File: src/rtl/adc_port_pkg.sv
package adc_port_pkg;

    typedef enum logic [2:0] {
        ST_CMD,
        ST_WRITE,
        ST_READ,
        ST_SYNC,
        ST_CONT_CTRL,
        ST_CONT_DATA,
        ST_CONT_LAST
    } port_state_e;

    localparam int BYTE_W = 8;

    // register selector field, bits 2:0 of a command with flag 0
    localparam logic [2:0] SEL_OFFSET = 3'b000;
    localparam logic [2:0] SEL_GAIN   = 3'b001;
    localparam logic [2:0] SEL_CONFIG = 3'b010;
    // selector value that starts continuous reads when the flag is 1
    localparam logic [2:0] SEL_CONVERT = 3'b000;

    localparam logic [7:0] BYTE_SYNC_HEAD = 8'hFF;
    localparam logic [7:0] BYTE_CONT_EXIT = 8'hFF;

endpackage

File: src/rtl/adc_port_sync.sv
module adc_port_sync #(
    parameter int STAGES = 2
) (
    input  logic clk,
    input  logic rst_n,
    input  logic cs_n,
    input  logic sclk,
    input  logic sdi,
    output logic cs_active,
    output logic sdi_s,
    output logic sclk_rise,
    output logic sclk_fall
);
    // each stage holds {cs_n, sclk, sdi}
    logic [2:0] pipe_q [STAGES];
    logic       sclk_prev_q;
    logic       sclk_s;

    always_ff @(posedge clk or negedge rst_n) begin
        if (!rst_n) begin
            for (int i = 0; i < STAGES; i++) pipe_q[i] <= 3'b110;
            sclk_prev_q <= 1'b1;
        end else begin
            pipe_q[0] <= {cs_n, sclk, sdi};
            for (int i = 1; i < STAGES; i++) pipe_q[i] <= pipe_q[i-1];
            sclk_prev_q <= pipe_q[STAGES-1][1];
        end
    end

    assign cs_active = ~pipe_q[STAGES-1][2];
    assign sclk_s    = pipe_q[STAGES-1][1];
    assign sdi_s     = pipe_q[STAGES-1][0];
    assign sclk_rise = sclk_s & ~sclk_prev_q;
    assign sclk_fall = ~sclk_s & sclk_prev_q;

endmodule

File: src/rtl/adc_port_regs.sv
module adc_port_regs
    import adc_port_pkg::*;
#(
    parameter int DATA_W     = 24,
    parameter int NUM_SETUPS = 8,
    parameter int PTR_W      = 3,
    parameter logic [DATA_W-1:0] GAIN_RESET = DATA_W'(1) << (DATA_W - 2)
) (
    input  logic              clk,
    input  logic              rst_n,
    input  logic              wr_en,
    input  logic [2:0]        wr_sel,
    input  logic [PTR_W-1:0]  wr_ptr,
    input  logic [DATA_W-1:0] wr_data,
    input  logic [2:0]        rd_sel,
    input  logic [PTR_W-1:0]  rd_ptr,
    output logic [DATA_W-1:0] rd_data
);
    logic [DATA_W-1:0] offset_vec [NUM_SETUPS];
    logic [DATA_W-1:0] gain_vec   [NUM_SETUPS];
    logic [DATA_W-1:0] config_q;
    logic              rd_in_range;

    for (genvar g = 0; g < NUM_SETUPS; g++) begin : g_setup
        logic [DATA_W-1:0] off_q;
        logic [DATA_W-1:0] gn_q;

        always_ff @(posedge clk or negedge rst_n) begin
            if (!rst_n) begin
                off_q <= '0;
                gn_q  <= GAIN_RESET;
            end else if (wr_en && wr_ptr == PTR_W'(g)) begin
                if (wr_sel == SEL_OFFSET) off_q <= wr_data;
                if (wr_sel == SEL_GAIN)   gn_q  <= wr_data;
            end
        end

        assign offset_vec[g] = off_q;
        assign gain_vec[g]   = gn_q;
    end

    always_ff @(posedge clk or negedge rst_n) begin
        if (!rst_n)                               config_q <= '0;
        else if (wr_en && wr_sel == SEL_CONFIG)   config_q <= wr_data;
    end

    assign rd_in_range = 32'(rd_ptr) < NUM_SETUPS;

    always_comb begin
        rd_data = '0;
        unique case (rd_sel)
            SEL_OFFSET: if (rd_in_range) rd_data = offset_vec[rd_ptr];
            SEL_GAIN:   if (rd_in_range) rd_data = gain_vec[rd_ptr];
            SEL_CONFIG: rd_data = config_q;
            default:    rd_data = '0;
        endcase
    end

endmodule

File: src/rtl/adc_cmd_port.sv
module adc_cmd_port
    import adc_port_pkg::*;
#(
    parameter int DATA_W      = 24,
    parameter int NUM_SETUPS  = 8,
    parameter int SYNC_STAGES = 2
) (
    input  logic              clk,
    input  logic              rst_n,
    input  logic              cs_n,
    input  logic              sclk,
    input  logic              sdi,
    output logic              sdo,
    output logic              sdo_oe,
    input  logic [DATA_W-1:0] fifo_data,
    input  logic              fifo_empty,
    output logic              fifo_pop,
    output logic              underflow
);
    localparam int CNT_W = $clog2(DATA_W + 1);
    localparam int PTR_W = 3;

    logic cs_active, sdi_s, sclk_rise, sclk_fall;

    port_state_e       state_q, state_d;
    logic [CNT_W-1:0]  bitcnt_q;
    logic [DATA_W-2:0] rx_q;
    logic [DATA_W-1:0] rx_next, tx_q, rd_data;
    logic [BYTE_W-1:0] rx_byte;
    logic [PTR_W-1:0]  cmd_ptr_q;
    logic [2:0]        cmd_sel_q;
    logic              sdo_q, underflow_q;
    logic              short_phase, last_bit, phase_done, shifting;
    logic              load_reg, start_cont, wr_en;

    adc_port_sync #(.STAGES(SYNC_STAGES)) i_sync (
        .clk       (clk),
        .rst_n     (rst_n),
        .cs_n      (cs_n),
        .sclk      (sclk),
        .sdi       (sdi),
        .cs_active (cs_active),
        .sdi_s     (sdi_s),
        .sclk_rise (sclk_rise),
        .sclk_fall (sclk_fall)
    );

    adc_port_regs #(
        .DATA_W     (DATA_W),
        .NUM_SETUPS (NUM_SETUPS),
        .PTR_W      (PTR_W)
    ) i_regs (
        .clk     (clk),
        .rst_n   (rst_n),
        .wr_en   (wr_en),
        .wr_sel  (cmd_sel_q),
        .wr_ptr  (cmd_ptr_q),
        .wr_data (rx_next),
        .rd_sel  (rx_byte[2:0]),
        .rd_ptr  (rx_byte[6:4]),
        .rd_data (rd_data)
    );

    assign rx_next     = {rx_q, sdi_s};
    assign rx_byte     = rx_next[BYTE_W-1:0];
    assign short_phase = state_q inside {ST_CMD, ST_SYNC, ST_CONT_CTRL};
    assign last_bit    = short_phase ? (bitcnt_q == CNT_W'(BYTE_W - 1))
                                     : (bitcnt_q == CNT_W'(DATA_W - 1));
    assign phase_done  = cs_active && sclk_rise && last_bit;
    assign shifting    = state_q inside {ST_READ, ST_CONT_DATA, ST_CONT_LAST};

    // next state and phase-end actions
    always_comb begin
        state_d    = state_q;
        load_reg   = 1'b0;
        start_cont = 1'b0;
        wr_en      = 1'b0;
        if (!cs_active) begin
            unique case (state_q)
                ST_SYNC:                    state_d = (bitcnt_q == '0) ? ST_SYNC : ST_CMD;
                ST_CONT_CTRL, ST_CONT_DATA: state_d = ST_CONT_CTRL;
                default:                    state_d = ST_CMD;
            endcase
        end else if (phase_done) begin
            unique case (state_q)
                ST_CMD: begin
                    if (rx_byte == BYTE_SYNC_HEAD) begin
                        state_d = ST_SYNC;
                    end else if (rx_byte[7]) begin
                        if (rx_byte[2:0] == SEL_CONVERT) state_d = ST_CONT_CTRL;
                    end else if (rx_byte[2:0] inside {SEL_OFFSET, SEL_GAIN, SEL_CONFIG}) begin
                        if (rx_byte[3]) begin
                            state_d  = ST_READ;
                            load_reg = 1'b1;
                        end else begin
                            state_d  = ST_WRITE;
                        end
                    end
                end
                ST_SYNC:  state_d = (rx_byte == BYTE_SYNC_HEAD) ? ST_SYNC : ST_CMD;
                ST_WRITE: begin
                    wr_en   = 1'b1;
                    state_d = ST_CMD;
                end
                ST_READ:  state_d = ST_CMD;
                ST_CONT_CTRL: begin
                    start_cont = 1'b1;
                    state_d    = (rx_byte == BYTE_CONT_EXIT) ? ST_CONT_LAST : ST_CONT_DATA;
                end
                ST_CONT_DATA: state_d = ST_CONT_CTRL;
                ST_CONT_LAST: state_d = ST_CMD;
                default:      state_d = ST_CMD;
            endcase
        end
    end

    always_ff @(posedge clk or negedge rst_n) begin
        if (!rst_n) state_q <= ST_CMD;
        else        state_q <= state_d;
    end

    // shift registers, counter and flags
    always_ff @(posedge clk or negedge rst_n) begin
        if (!rst_n) begin
            bitcnt_q    <= '0;
            rx_q        <= '0;
            tx_q        <= '0;
            cmd_ptr_q   <= '0;
            cmd_sel_q   <= '0;
            sdo_q       <= 1'b0;
            underflow_q <= 1'b0;
        end else begin
            if (!cs_active) begin
                bitcnt_q <= '0;
            end else if (sclk_rise) begin
                bitcnt_q <= last_bit ? '0 : bitcnt_q + 1'b1;
                rx_q     <= rx_next[DATA_W-2:0];
            end
            if (phase_done && state_q == ST_CMD) begin
                cmd_ptr_q <= rx_byte[6:4];
                cmd_sel_q <= rx_byte[2:0];
            end
            if (load_reg) begin
                tx_q <= rd_data;
            end else if (start_cont) begin
                tx_q <= fifo_empty ? '0 : fifo_data;
            end else if (shifting && cs_active && sclk_fall) begin
                sdo_q <= tx_q[DATA_W-1];
                tx_q  <= {tx_q[DATA_W-2:0], 1'b0};
            end
            if (start_cont && fifo_empty) underflow_q <= 1'b1;
        end
    end

    always_comb begin
        sdo_oe    = cs_active && shifting;
        sdo       = sdo_oe & sdo_q;
        fifo_pop  = start_cont & ~fifo_empty;
        underflow = underflow_q;
    end

endmodule

File: config.mk
export PLATFORM = sky130hd
export DESIGN_NAME = adc_cmd_port
export DESIGN_NICKNAME = d
export VERILOG_FILES = /design/src/rtl/adc_port_pkg.sv /design/src/rtl/adc_port_sync.sv /design/src/rtl/adc_port_regs.sv /design/src/rtl/adc_cmd_port.sv
export SDC_FILE = /design/constraint.sdc
export NUM_CORES = 1
export LEC_CHECK = 0
export ABC_CLOCK_PERIOD_IN_PS = 5600
export BUFFER_PORTS_ARGS = -buffer_cell sky130_fd_sc_hd__buf_2
export CELL_PAD_IN_SITES_DETAIL_PLACEMENT = 0
export CELL_PAD_IN_SITES_GLOBAL_PLACEMENT = 1
export CORE_MARGIN = 2
export CORE_UTILIZATION = 35
export CTS_BUF_LIST = sky130_fd_sc_hd__clkbuf_2 sky130_fd_sc_hd__clkbuf_4 sky130_fd_sc_hd__clkbuf_8
export CTS_CLUSTER_DIAMETER = 200
export DETAILED_ROUTE_END_ITERATION = 12
export GPL_TIMING_DRIVEN = 0
export MAX_ROUTING_LAYER = met4
export PLACE_DENSITY = 0.6
export SLEW_MARGIN = 20
export SYNTH_ARGS = -nofsm -noshare
export SYNTH_HDL_FRONTEND = slang
export SYNTH_HIERARCHICAL = 1
export SYNTH_SLANG_ARGS = --single-unit
File: constraint.sdc
create_clock -name clk -period 5.6 [get_ports clk]
set_input_delay 0.84 -clock clk [delete_from_list [all_inputs] [get_ports clk]]
set_output_delay 0.84 -clock clk [all_outputs]
set_load 0.02 [all_outputs]
Word-level counts from Yosys, hierarchy flattened
Index checks and enable logic that the tools add are counted. W data, S select, Z words.

$add $sub $neg: 1. Order comparisons: 1. Equality and inequality tests: 22. Muxes and demuxes: 40. Bitwise logic cells: 11. Reduce and logical (&&, ||, !) cells: 46.

Operator list (count): $mux W24 (8); $bmux W24 S3 (2); $pmux W24 S3 (1); $reduce_and A2 Y1 (17); $eq A3 B3 Y1 const B (7); $eq A3 B2 Y1 const B (6); $mux W3 (6); $logic_and A1 B1 Y1 (15); $mux W5 (3); $mux W1 (14); $eq A3 B1 Y1 const B (4); $logic_not A3 Y1 (4); $pmux W3 S4 (1); $reduce_bool A3 Y1 (4); $ne A5 B2 Y1 const B (2); $eq A8 B8 Y1 const B (1); $mux W2 (4); $not A1 Y1 (6); $pmux W3 S2 (1); $reduce_and A3 Y1 (2); $add A5 B1 Y5 const B (1); $eq A5 B3 Y1 const B (1); $eq A5 B5 Y1 const B (1); $logic_not A5 Y1 (1); other kinds (5) (9).

Bits in registers: 478. Bits of input ports: 30. Logic and storage cells: 149.

Longest topological paths before layout
Gate-level depths: netlist of run 1.

Depth after elaboration: 10. Gate-level depth with buffers: 12. Depth with buffers taken out: 9.

Modules after synthesis
Netlist of run 1, hierarchy kept.

By module, submodules not included: adc_port_regs (instances 1, cells an instance 1373, area each 19032.0 µm², sequential area each 10219.8 µm²); adc_cmd_port (instances 1, cells an instance 305, area each 3363.2 µm², sequential area each 1576.5 µm²); adc_port_sync (instances 1, cells an instance 10, area each 200.2 µm², sequential area each 181.4 µm²).

Worst setup path before layout of run 1
Ideal clock, no wire load.

Kind: register -> register. From: register i_sync/pipe_q[1] (netlist bit). To: register i_regs.g_setup[4].off_q[10]. Setup time: 0.125 ns. Data arrival time: 2.895 ns. Required time: 5.475 ns. Path slack: 2.580 ns. Cell stages (with the launch flop): 12. Path buffers: 2. Period minus slack after synthesis: 3.020 ns. Cell sequence: dfstp_2 -> and2b_2 -> buf_2 -> nand2_1 -> nor2_1 -> nand2_1 -> nor4b_1 -> nor3b_2 -> nand3b_2 -> nor3_2 -> buf_4 -> mux2_2.

Cells in the longest elaborated chain, start to end: 7.

Ends and longest elaborated chain: start, declared (line adc_port_sync.sv:15) `logic [2:0] pipe_q [STAGES];`; $and A1 B1 Y1 (line adc_port_sync.sv:33) `assign sclk_rise = sclk_s & ~sclk_prev_q;`; net sclk_rise (line adc_cmd_port.sv:23) `logic cs_active, sdi_s, sclk_rise, sclk_fall;`; $logic_and A1 B1 Y1 (2 in series) (line adc_cmd_port.sv:69) `assign phase_done = cs_active && sclk_rise && last_bit;`; $mux W1 (line adc_cmd_port.sv:84) `end else if (phase_done) begin`; $mux W1 (line adc_cmd_port.sv:78) `if (!cs_active) begin`; net wr_en (line adc_cmd_port.sv:34) `logic load_reg, start_cont, wr_en;`; $logic_and A1 B1 Y1 (line adc_port_regs.sv:32) `end else if (wr_en && wr_ptr == PTR_W'(g)) begin`; $reduce_and A2 Y1 (no line); end signal, assigned (line adc_port_regs.sv:33) `if (wr_sel == SEL_OFFSET) off_q <= wr_data;`; end, declared (line adc_port_regs.sv:25) `logic [DATA_W-1:0] off_q;`.

The timed path passes the listed nets, and every way through them passes these cells. A chain may end at the register's enable or synchronous reset.

Final worst setup path of run 1
From: register i_sync/pipe_q[1] (netlist bit). To: output fifo_pop.

Cells in the longest elaborated chain, start to end: 6.

Ends and longest elaborated chain: $and A1 B1 Y1 (line adc_port_sync.sv:33); net sclk_rise (line adc_cmd_port.sv:23); $logic_and A1 B1 Y1 (2 in series) (line adc_cmd_port.sv:69); $mux W1 (line adc_cmd_port.sv:84); $mux W1 (line adc_cmd_port.sv:78); $and A1 B1 Y1 (line adc_cmd_port.sv:158) `fifo_pop = start_cont & ~fifo_empty;`; end, declared (line adc_cmd_port.sv:17) `output logic fifo_pop,`.

The timed path passes the listed nets, and every way through them passes these cells.

==> metrics.yaml, run 1 <==
logic_synthesis:
  synthAdderAreaFrac_pct: 0.155
  yosys.area_share.simple_pct: 5.77
  synth_cell_type_count: 69
  synthMuxAreaShare_pct: 31.6
  ys.flop_type: "dfrtp_1"
  synth-compound-area-share_pct: 6.06
  synth_top_family_by_area: "multiplexers"
  netlist_area_um2: 22600
  seq_area_frac_synth_pct: 53.0
  synth_area_per_cell_um2: 13.4
  synth_edf_count: 0
  synth_xor_area_share_pct: 0.0388
  netlist_instances: 1688
  ys_ff_latch: 478
  yosysWarnings: 6
  synthesis.nets: 1720
  async_flop_share_pct: 100
cells_and_area:
  syn2layout_area_growth_pct: 13.4
  fin_nets: 1842
  mostFrequentLayoutCells: "mux2_2, dfrtp_1, mux2i_1"
  layoutNonFillerInstCount: 2719
  drive_above_1_share_pct: 41.9
  design_area_um2: 25600
  fin_util_pct: 40.0
  layout_commonest_cell: "mux2_2"
  fillers: 6132
detailed_routing:
  via_count: 14213
  first_pass_iters: 5
  drc: 0
  detail-route-antenna-nets: 0
  first_iter_violations: 827
  routed_wl_mm: 60.8
  avgViaCountPerCell: 5.23
  post_drt_wl_per_cell_um: 22.4
power_and_ir_drop:
  peakVddDrop_uv: 282
  p_per_area_nw_per_um2: 327
  p_leak_nw: 12.2
  finalPower_mw: 8.38
clock_tree:
  cts_max_path_buffers: 3
  cts_buffers: 82
  postCtsSetupBuffers: 0
  ctsHtreeMaxLevel: 3
  ctsRootBufferMaster: "clkbuf_8"
  clock-sinks: 478
  cts_hold_buf: 0
  cts_resized: 0
  cts_tree: "yes"
  clock_latency_ps: 640
  clk_pin_slew_ps: 60
sta:
  drv_slew: 0
  fmax_mhz: 263
  hold_viol: 0
  rsz0062_at_grt: "false"
  worstMarginPinSlew_ps: 1100
  fin_skew_ps: 13.3
  finalSetupViolations: 0
  min_period_over_period_pct: 67.9
  period_needed_ps: 3800
  tns_ps: 0
  slew_headroom_pct: 25.6
  finalHoldWorstSlack_ps: 128
  fin_ws_ps: 1800
grt:
  antenna_found_initial: 0
  track_usage_pct: 19.1
  grt_pass1_vias: 14950
  grt_pass1_wl_mm: 92.8
  grt_start_max_net_pins: 97
  grt_overflow_total: 0
worst_hold_path:
  hp-class: "in2async"
flow_run:
  cap_violations: 0
die:
  die_area_um2: 66600
  ioPinCount: 34
  core_um2: 64100
  start_util_pct: 35.2
  die_y_um: 258
  row_count: 93
  die_x_um: 258
placed_design:
  hpwl_mm: 44.2
  post-place-ws_ps: 1770
  gp_congestion: 0.811
  io_buffer_count: 33
  dp_cells: 2581
  place_area_um2: 24000
worst_setup_path:
  cp-start-kind: "flop"
  critical_path.max_fanout: 10
  critPathMaxStageDelay_ps: 540
  cp_slowest_cell: "dfstp_2"
  required_ps: 4760
  path_cells: "and2b_2, buf_2, nand2_1, nor2_1, nand3_1, clkbuf_1, nor2_1, buf_2"
  end_kind: "output pin"
  critPathKind: "reg2out"
  arrival_ps: 2960
run_status:
  status: "finished clean"
## flip-flops by register name (all words and copies together), names as in the netlist
signal	cells
bitcnt_q	5
cmd_ptr_q	3
sdo_q	1
tx_q	24
i_sync/pipe_q	5
i_regs/g_setup.off_q	192
i_sync/sclk_prev_q	1
state_q	3
i_regs/g_setup.gn_q	192
cmd_sel_q	3
rx_q	23
underflow	1
i_sync/sdi_s	1
i_regs/config_q	24
## cell families after synthesis
logic type / count (synthesis)
buffers and inverters: 138
DFF: 478
adders and majority gates: 3
muxes: 652
xor gates and xnor gates: 1
and+or+nand+nor: 227
AOI/OAI and AO/OA: 189
## report_power, final
part	total [mW]	internal (mW)	leakage, nW	switching, mW
Sequential	3.67	3.51	6.61	0.159
Clock	3.19	1.80	0.874	1.39
Combinational	1.52	0.510	4.68	1.01
Total	8.38	5.82	12.2	2.57
## Yosys cell counts, types with 19 or more instances
cell,count,area (um^2)
mux2i_1,166,1660
buf_2,52,260
a21oi_1,25,125
o22a_1,19,166
a221oi_1,24,210
o21ai_0,21,105
nor2_1,104,390
o22ai_1,49,307
dfrtp_1,465,11600
nor4b_1,27,236
buf_6,22,248
clkbuf_1,53,199
mux2_2,483,5440
a22o_1,24,210
nand2b_1,24,150
## per-layer routing
| layer | vias up | GRT usage [%] | wire length (um) |
|---|---|---|---|
| li1 | 6447 | - | - |
| met1 | 7479 | 25.5 | 28300 |
| met2 | 205 | 30.5 | 29500 |
| met3 | 82 | 2.88 | 1810 |
| met4 | 0 | 4.69 | 1240 |
| met5 | - | - | 0 |
## path summary, 6_finish.rpt
path,slack (ps),from,to,cells past startpoint
worst max-delay path,1800,i_sync/pipe_q[1],fifo_pop,8
worst min-delay path,130,rst_n,i_regs/g_setup[0].gn_q[20],1
worst max register to register,1830,i_sync/pipe_q[1],i_regs/g_setup[4].off_q[19],11
worst min register to register,350,i_sync/pipe_q[3],i_sync/sdi_s,0
max in group asynchronous,3760,rst_n,i_regs/g_setup[1].gn_q[7],4
min in group clk,290,cs_n,i_sync/pipe_q[5],1
## area by class of cell
class / instances / area (um^2) / area share, %
diodes: 1 / 2.50 / 0.00977
clock buffers: 133 / 1610 / 6.29
well taps: 855 / 1070 / 4.18
inverters: 4 / 15.0 / 0.0586
clock inverters: 4 / 25.0 / 0.0977
multi-input cells: 1072 / 9850 / 38.5
repair buffers: 38 / 313 / 1.22
flip-flops and latches: 478 / 12000 / 46.8
plain buffers: 134 / 752 / 2.94
## critical path, delay by kind of cell, from the launching register on
kind,cells,cell delay (ps)
DFF,1,540
and+or+nand+nor,5,1180
buffers and inverters,3,600
Power figures use the tool's default switching activity.
==> run 2: changes to the inputs <==
- ABC_AREA: not set -> 1
- ABC_CLOCK_PERIOD_IN_PS: 5600 -> 3450
- PLACE_DENSITY: 0.6 -> 0.68
- clock period: 5.6 -> 3.45 ns (I/O delays scaled with it)
==> run 2 against run 1 <==
  * Global-route usage increased by 7.7 points
  * Critical path type is now reg2reg
  * Synthesized cell count increased by 89%
  * Power increased by 85%
  * Critical path depth grew 5
  * Area after synthesis rose by 3.8%
  * Routed wire length rose by 46%
  * Via count rose by 52%
  * Sequential cell count is the same
  * Hold slack got worse by 36 ps
  * Cell count rose by 57%
  * Count of clock-buffer cells in the layout up 19
  * Critical endpoint is now i_regs/g_setup[3].off_q[13]
  * Utilization up 0.70 points
==> metrics.yaml, run 2 <==
run_status:
  status: "finished clean"
die:
  ioPinCount: 34  # unchanged
  die_x_um: 263  # +1.9%
  start_util_pct: 35.5  # +0.26 points
  core_um2: 66100  # +3.1%
  die_area_um2: 69100  # +3.8%
  die_y_um: 263  # +1.9%
  row_count: 94  # +1.1%
worst_setup_path:
  end_kind: "flop"
  required_ps: 3960  # -800 ps
  rrSetupSlack_ps: 200  # -1630 ps
  critPathMaxStageDelay_ps: 540  # about the same
  r2r_start: "i_sync/pipe_q[1]"
  cp-start-kind: "flop"
  critPathKind: "reg2reg"
  r2r_end: "i_regs/g_setup[3].off_q[13]"
  arrival_ps: 3770  # +810 ps
  cp_slowest_cell: "dfstp_2"
  path_cells: "inv_1, nor2_1, nand2_2, inv_4, nand4_2, nor4_4, nand2_1, nor2_1, nand2_1, buf_2, buf_2, nand2_1, o21ai_0"
  critical_path.max_fanout: 10  # unchanged
  crit_top_cell: "nand2_1"
  reg2reg_depth: 13  # +2
worst_hold_path:
  hp-class: "in2reg"
  holdPathEnd: "tx_q[0]"
  min_path_cells: 3
  worstHoldStart: "fifo_data[0]"
clock_tree:
  cts_buffers: 88  # +7.3%
  ctsRootBufferMaster: "clkbuf_8"
  cts_tree: "yes"
  clock-sinks: 478  # unchanged
  cts_max_path_buffers: 3  # unchanged
  clk_pin_slew_ps: 60  # about the same
  postCtsSetupBuffers: 0  # unchanged
  ctsHtreeMaxLevel: 3  # unchanged
  clock_latency_ps: 690  # +50 ps
logic_synthesis:
  yosysWarnings: 6  # unchanged
  synth_area_per_cell_um2: 7.34  # -45%
  synth.most_common_cell: "nand2_1"
  netlist_instances: 3198  # +89%
  synth_edf_count: 0  # unchanged
  synth_cell_type_count: 34  # -51%
  ys_ff_latch: 478  # unchanged
  yosysTopAreaCell: "dfrtp_1"
  synth_common_cells: "nand2_1, dfrtp_1, o21ai_0"
  seq_area_frac_synth_pct: 51.0  # -2.0 points
  async_flop_share_pct: 100  # unchanged
  synthesis.nets: 3230  # +88%
  netlist_area_um2: 23500  # +3.8%
  ys.flop_type: "dfrtp_1"
  synth_top_cell_area_share_pct: 49.6  # -1.9 points
  synth_area_leaders: "dfrtp_1, nand2_1, o21ai_0"
sta:
  tns_ps: 0  # unchanged
  min_period_over_period_pct: 94.3
  period_needed_ps: 3250
  fin_skew_ps: 30.9  # +17.6 ps
  fmax_mhz: 308
  hold_viol: 0  # unchanged
  slew_headroom_pct: 19.1  # -6.5 points
  finalHoldWorstSlack_ps: 92.2  # -35.8 ps
  worstMarginPinSlew_ps: 1210  # +113 ps
  drv_slew: 0  # unchanged
  rsz0062_at_grt: "false"
  finalSetupViolations: 0  # unchanged
cells_and_area:
  syn2layout_area_growth_pct: 14.5
  layout_commonest_cell: "nand2_1"
  design_area_um2: 26900  # +4.9%
  fin_nets: 3362  # +83%
  drive_above_1_share_pct: 9.94  # -32 points
  fin_util_pct: 40.7  # +0.70 points
  top_regs: "i_regs/g_setup.gn_q: 192 flops, i_regs/g_setup.off_q: 192 flops"
  mostFrequentLayoutCells: "nand2_1, dfrtp_1, o21ai_0"
grt:
  track_usage_pct: 26.8  # +7.7 points
  antenna_found_initial: 1  # +1
  grt_pass1_wl_mm: 134  # +44%
  grt_overflow_total: 0  # unchanged
  grt_start_max_net_pins: 96  # -1.0%
  grt_pass1_vias: 20997  # +40%
detailed_routing:
  drc: 0  # unchanged
  routed_wl_mm: 88.8  # +46%
  via_count: 21587  # +52%
  avgViaCountPerCell: 5.06  # -3.2%
  detail-route-antenna-nets: 0  # unchanged
  first_iter_violations: 2051  # +150%
  post_drt_wl_per_cell_um: 20.8  # -7.0%
  first_pass_iters: 5  # unchanged
power_and_ir_drop:
  p_leak_nw: 13.0  # +6.7%
  p_per_area_nw_per_um2: 576  # +76%
  peakVddDrop_uv: 338  # +20%
placed_design:
  place_area_um2: 24900  # +3.7%
  io_buffer_count: 33  # unchanged
  hpwl_mm: 64.2  # +45%
  gp_congestion: 0.916  # +13%
flow_run:
  cap_violations: 0  # unchanged
run 2: per-layer routing:
metal / up-vias / GRT usage (%) / part of all wire (%)
met2: 652 / 39.4 / 43
met5: - / - / 0
li1: 10134 / - / -
met3: 192 / 3.47 / 5.1
met4: 0 / 12.8 / 5.2
met1: 10609 / 36.7 / 46
run 2: cells by family after synthesis:
logic type                 share of synthesized area, %
xor gates and xnor gates                         0.0747
and+or+nand+nor                                    28.7
DFF                                                51.0
buffers and inverters                              10.6
AOI/OAI and AO/OA                                  9.49
adders and majority gates                         0.107
run 2: layout make-up:
type	instances	area (um^2)
timing repair buffer	42	353
clock inverter	10	83.8
sequential	478	12000
clock buffer	152	1860
antenna	2	5.00
fill	6986	39200
multi-input combinational	2114	9030
tap	864	1080
buffer	209	990
inverter	397	1490
run 2: stage by stage:
stage | cells | total power, mW | setup WS [ps]
2_1_floorplan | 3198 | 7.91 | 946
3_3_place_gp | 4095 | 9.53 | -8110
3_5_place_dp | 4100 | 9.56 | -318
4_1_cts | 4266 | 15.6 | 83.2
5_1_grt | 4268 | 16.2 | 35.9
6_report | 4268 | 15.5 | 198
run 2: critical path: cells and delay by family, from the launching register on:
family	cells	cell delay, ps
flops	1	540
buf+inv	4	740
compound gates	1	90
simple gates	8	1710
run 2: worst max-delay path by stage:
stage                     start                     endpoint  depth (start not counted)
2_1_floorplan  i_sync/pipe_q[1]   i_regs/g_setup[4].gn_q[10]                         13
3_3_place_gp              rst_n                     tx_q[18]                          1
3_5_place_dp   i_sync/pipe_q[1]   i_regs/g_setup[4].gn_q[15]                         13
4_1_cts        i_sync/pipe_q[1]   i_regs/g_setup[4].gn_q[15]                         13
5_1_grt        i_sync/pipe_q[1]   i_regs/g_setup[1].gn_q[12]                         13
6_report       i_sync/pipe_q[1]  i_regs/g_setup[3].off_q[13]                         13
run 2: repair_timing:
action | 4_1_cts | 5_1_grt
cloned | 0 | 0
hold endpoints to repair | 88 | 0
setup endpoints to repair | 349 | 49
hold buffers | 4 | 0
gates resized for setup | 2 | 4
run 2: where the power goes:
| part | total [mW] | switching (mW) | internal, mW |
|---|---|---|---|
| registers | 5.97 | 0.153 | 5.81 |
| clock network | 5.94 | 2.49 | 3.45 |
| logic | 3.57 | 2.74 | 0.830 |
| total | 15.5 | 5.38 | 10.1 |
==> run 3: changes to the inputs <==
- ABC_CLOCK_PERIOD_IN_PS: 3450 -> 2900
- clock period: 3.45 -> 2.9 ns (I/O delays scaled with it)
==> run 3 against run 2 <==
  * Worst setup slack got worse by 71 ps
  * First-iteration DRC count decreased by 3.4%
  * Sequential cell count stayed put
  * Clock skew shrank 2.2 ps
  * Sequential power grew 19%
  * Register-to-register slack got worse by 70 ps
  * Global-route usage hardly changed
  * Critical path depth is 1 higher
  * Routed wire length increased by 0.32%
  * Clock power up 19%
==> metrics.yaml, run 3 (synthesis gave the netlist of run 2 again) <==
run_status:
  status: "finished clean"
clock_tree:
  clock-sinks: 478  # unchanged
  clock_latency_ps: 700  # about the same
  ctsHtreeMaxLevel: 3  # unchanged
  cts_buffers: 88  # unchanged
  ctsRootBufferMaster: "clkbuf_8"
  cts_max_path_buffers: 3  # unchanged
  cts_tree: "yes"
  clk_pin_slew_ps: 60  # about the same
detailed_routing:
  first_iter_violations: 1981  # -3.4%
  routed_wl_mm: 89.1  # +0.32%
  post_drt_wl_per_cell_um: 20.8  # about the same
  via_count: 21820  # +1.1%
  avgViaCountPerCell: 5.10  # +0.77%
  drc: 0  # unchanged
  first_pass_iters: 5  # unchanged
  detail-route-antenna-nets: 0  # unchanged
grt:
  antenna_found_initial: 1  # unchanged
  grt_pass1_vias: 21041  # +0.21%
  grt_pass1_wl_mm: 134  # +0.19%
  grt_start_max_net_pins: 96  # unchanged
  grt_overflow_total: 0  # unchanged
  track_usage_pct: 26.9  # +0.046 points
worst_setup_path:
  r2r_end: "i_regs/g_setup[7].off_q[13]"
  critical_path.max_fanout: 10  # unchanged
  reg2reg_depth: 14  # +1
  worstSetupStartpoint: "i_sync/pipe_q[1]"
  cp-start-kind: "flop"
  rrSetupSlack_ps: 130  # -70 ps
  end_kind: "flop"
  r2r_start: "i_sync/pipe_q[1]"
  required_ps: 3440  # -520 ps
  critPathKind: "reg2reg"
  arrival_ps: 3310  # -460 ps
sta:
  period_needed_ps: 2770  # -479 ps
  hold_viol: 0  # unchanged
  min_period_over_period_pct: 95.6  # +1.4 points
  fin_skew_ps: 28.7  # -2.22 ps
  drv_slew: 0  # unchanged
  slew_headroom_pct: 19.4  # +0.23 points
  tns_ps: 0  # unchanged
  fmax_mhz: 361  # +17%
  finalSetupViolations: 0  # unchanged
  worstMarginPinSlew_ps: 1210  # -3.51 ps
power_and_ir_drop:
  finalPower_mw: 18.4  # +19%
  p_per_area_nw_per_um2: 679  # +18%
  p_leak_nw: 13.1  # +1.0%
  peakVddDrop_uv: 402  # +19%
die:
  ioPinCount: 34  # unchanged
  die_area_um2: 69100  # unchanged
  row_count: 94  # unchanged
  die_x_um: 263  # unchanged
  die_y_um: 263  # unchanged
  core_um2: 66100  # unchanged
  start_util_pct: 35.5  # unchanged
placed_design:
  gp_congestion: 0.916  # unchanged
  io_buffer_count: 33  # unchanged
  hpwl_mm: 64.2  # unchanged
worst_hold_path:
  worstHoldStart: "fifo_data[3]"
  hp-class: "in2reg"
  min_path_cells: 5  # +2
  holdPathEnd: "tx_q[3]"
cells_and_area:
  fin_nets: 3375  # +0.39%
  layout_commonest_cell: "nand2_1"
  syn2layout_area_growth_pct: 15.7
  top_regs: "i_regs/g_setup.gn_q: 192 flops, i_regs/g_setup.off_q: 192 flops"
  mostFrequentLayoutCells: "nand2_1, dfrtp_1, o21ai_0"
  drive_above_1_share_pct: 11.0  # +1.0 points
flow_run:
  cap_violations: 0  # unchanged
## run 3: routing by layer
metal / track usage [%] / share of wire (%) / vias up
li1: - / - / 10174
met1: 36.7 / 46 / 10762
met2: 39.6 / 43 / 682
met3: 3.48 / 5.3 / 202
met4: 12.7 / 5.4 / 0
met5: - / 0 / -
## run 3: area by class of cell
class	count	area (um^2)
Clock inverter	10	83.8
Buffer	209	1080
Clock buffer	152	1860
Antenna cell	2	5.00
Fill cell	6969	38900
Tap cell	864	1080
Timing Repair Buffer	55	455
Sequential cell	478	12000
Multi-Input combinational cell	2114	9110
Inverter	397	1500
## run 3: worst max-delay path by stage
stage	end	slack (ps)	cells past startpoint
after floorplan	i_regs/g_setup[4].gn_q[10]	400	13
after global placement	tx_q[18]	-8570	1
after detailed placement	i_regs/g_setup[4].gn_q[15]	-870	13
after CTS	i_regs/g_setup[5].gn_q[13]	10	14
after global routing	fifo_pop	-6	8
final	i_regs/g_setup[7].off_q[13]	130	14
## run 3: what timing repair did
action,4_1_cts,5_1_grt
setup endpoints to repair,411,260
pin swaps,2,7
cloned,0,0
hold buffers,5,0
gates resized for setup,23,73
endpoints found under the hold margin,89,0
buffers inserted,2,10
## run 3: where the power goes
group	internal [mW]	switching [mW]
clock	4.10	2.97
combinational	0.995	3.27
sequential	6.91	0.184
total	12.0	6.43
## run 3: worst max-delay path: stages, from the launching register on
cell and delay, ps:
dfstp_2 540, inv_1 50, nor2_2 140, nand2_2 110, inv_6 130, nand4_4 130
nor4_4 270, buf_4 190, nand2_2 140, nor2_2 150, nand2_1 110, clkbuf_4 260
buf_2 240, nand2_1 90, o21ai_0 80
## run 3: stage by stage
step	util (%)	area [um^2]	hold slack [ps]	cells	worst slack (ps)
after floorplan	-	23500	139	3198	396
after global placement	37.4	24700	334	4095	-8570
after detailed placement	37.6	24900	336	4100	-868
after CTS	40.8	26900	13.8	4269	12.0
after global routing	41.1	27200	56.4	4281	-5.96
final	41.1	27200	89.1	4281	127
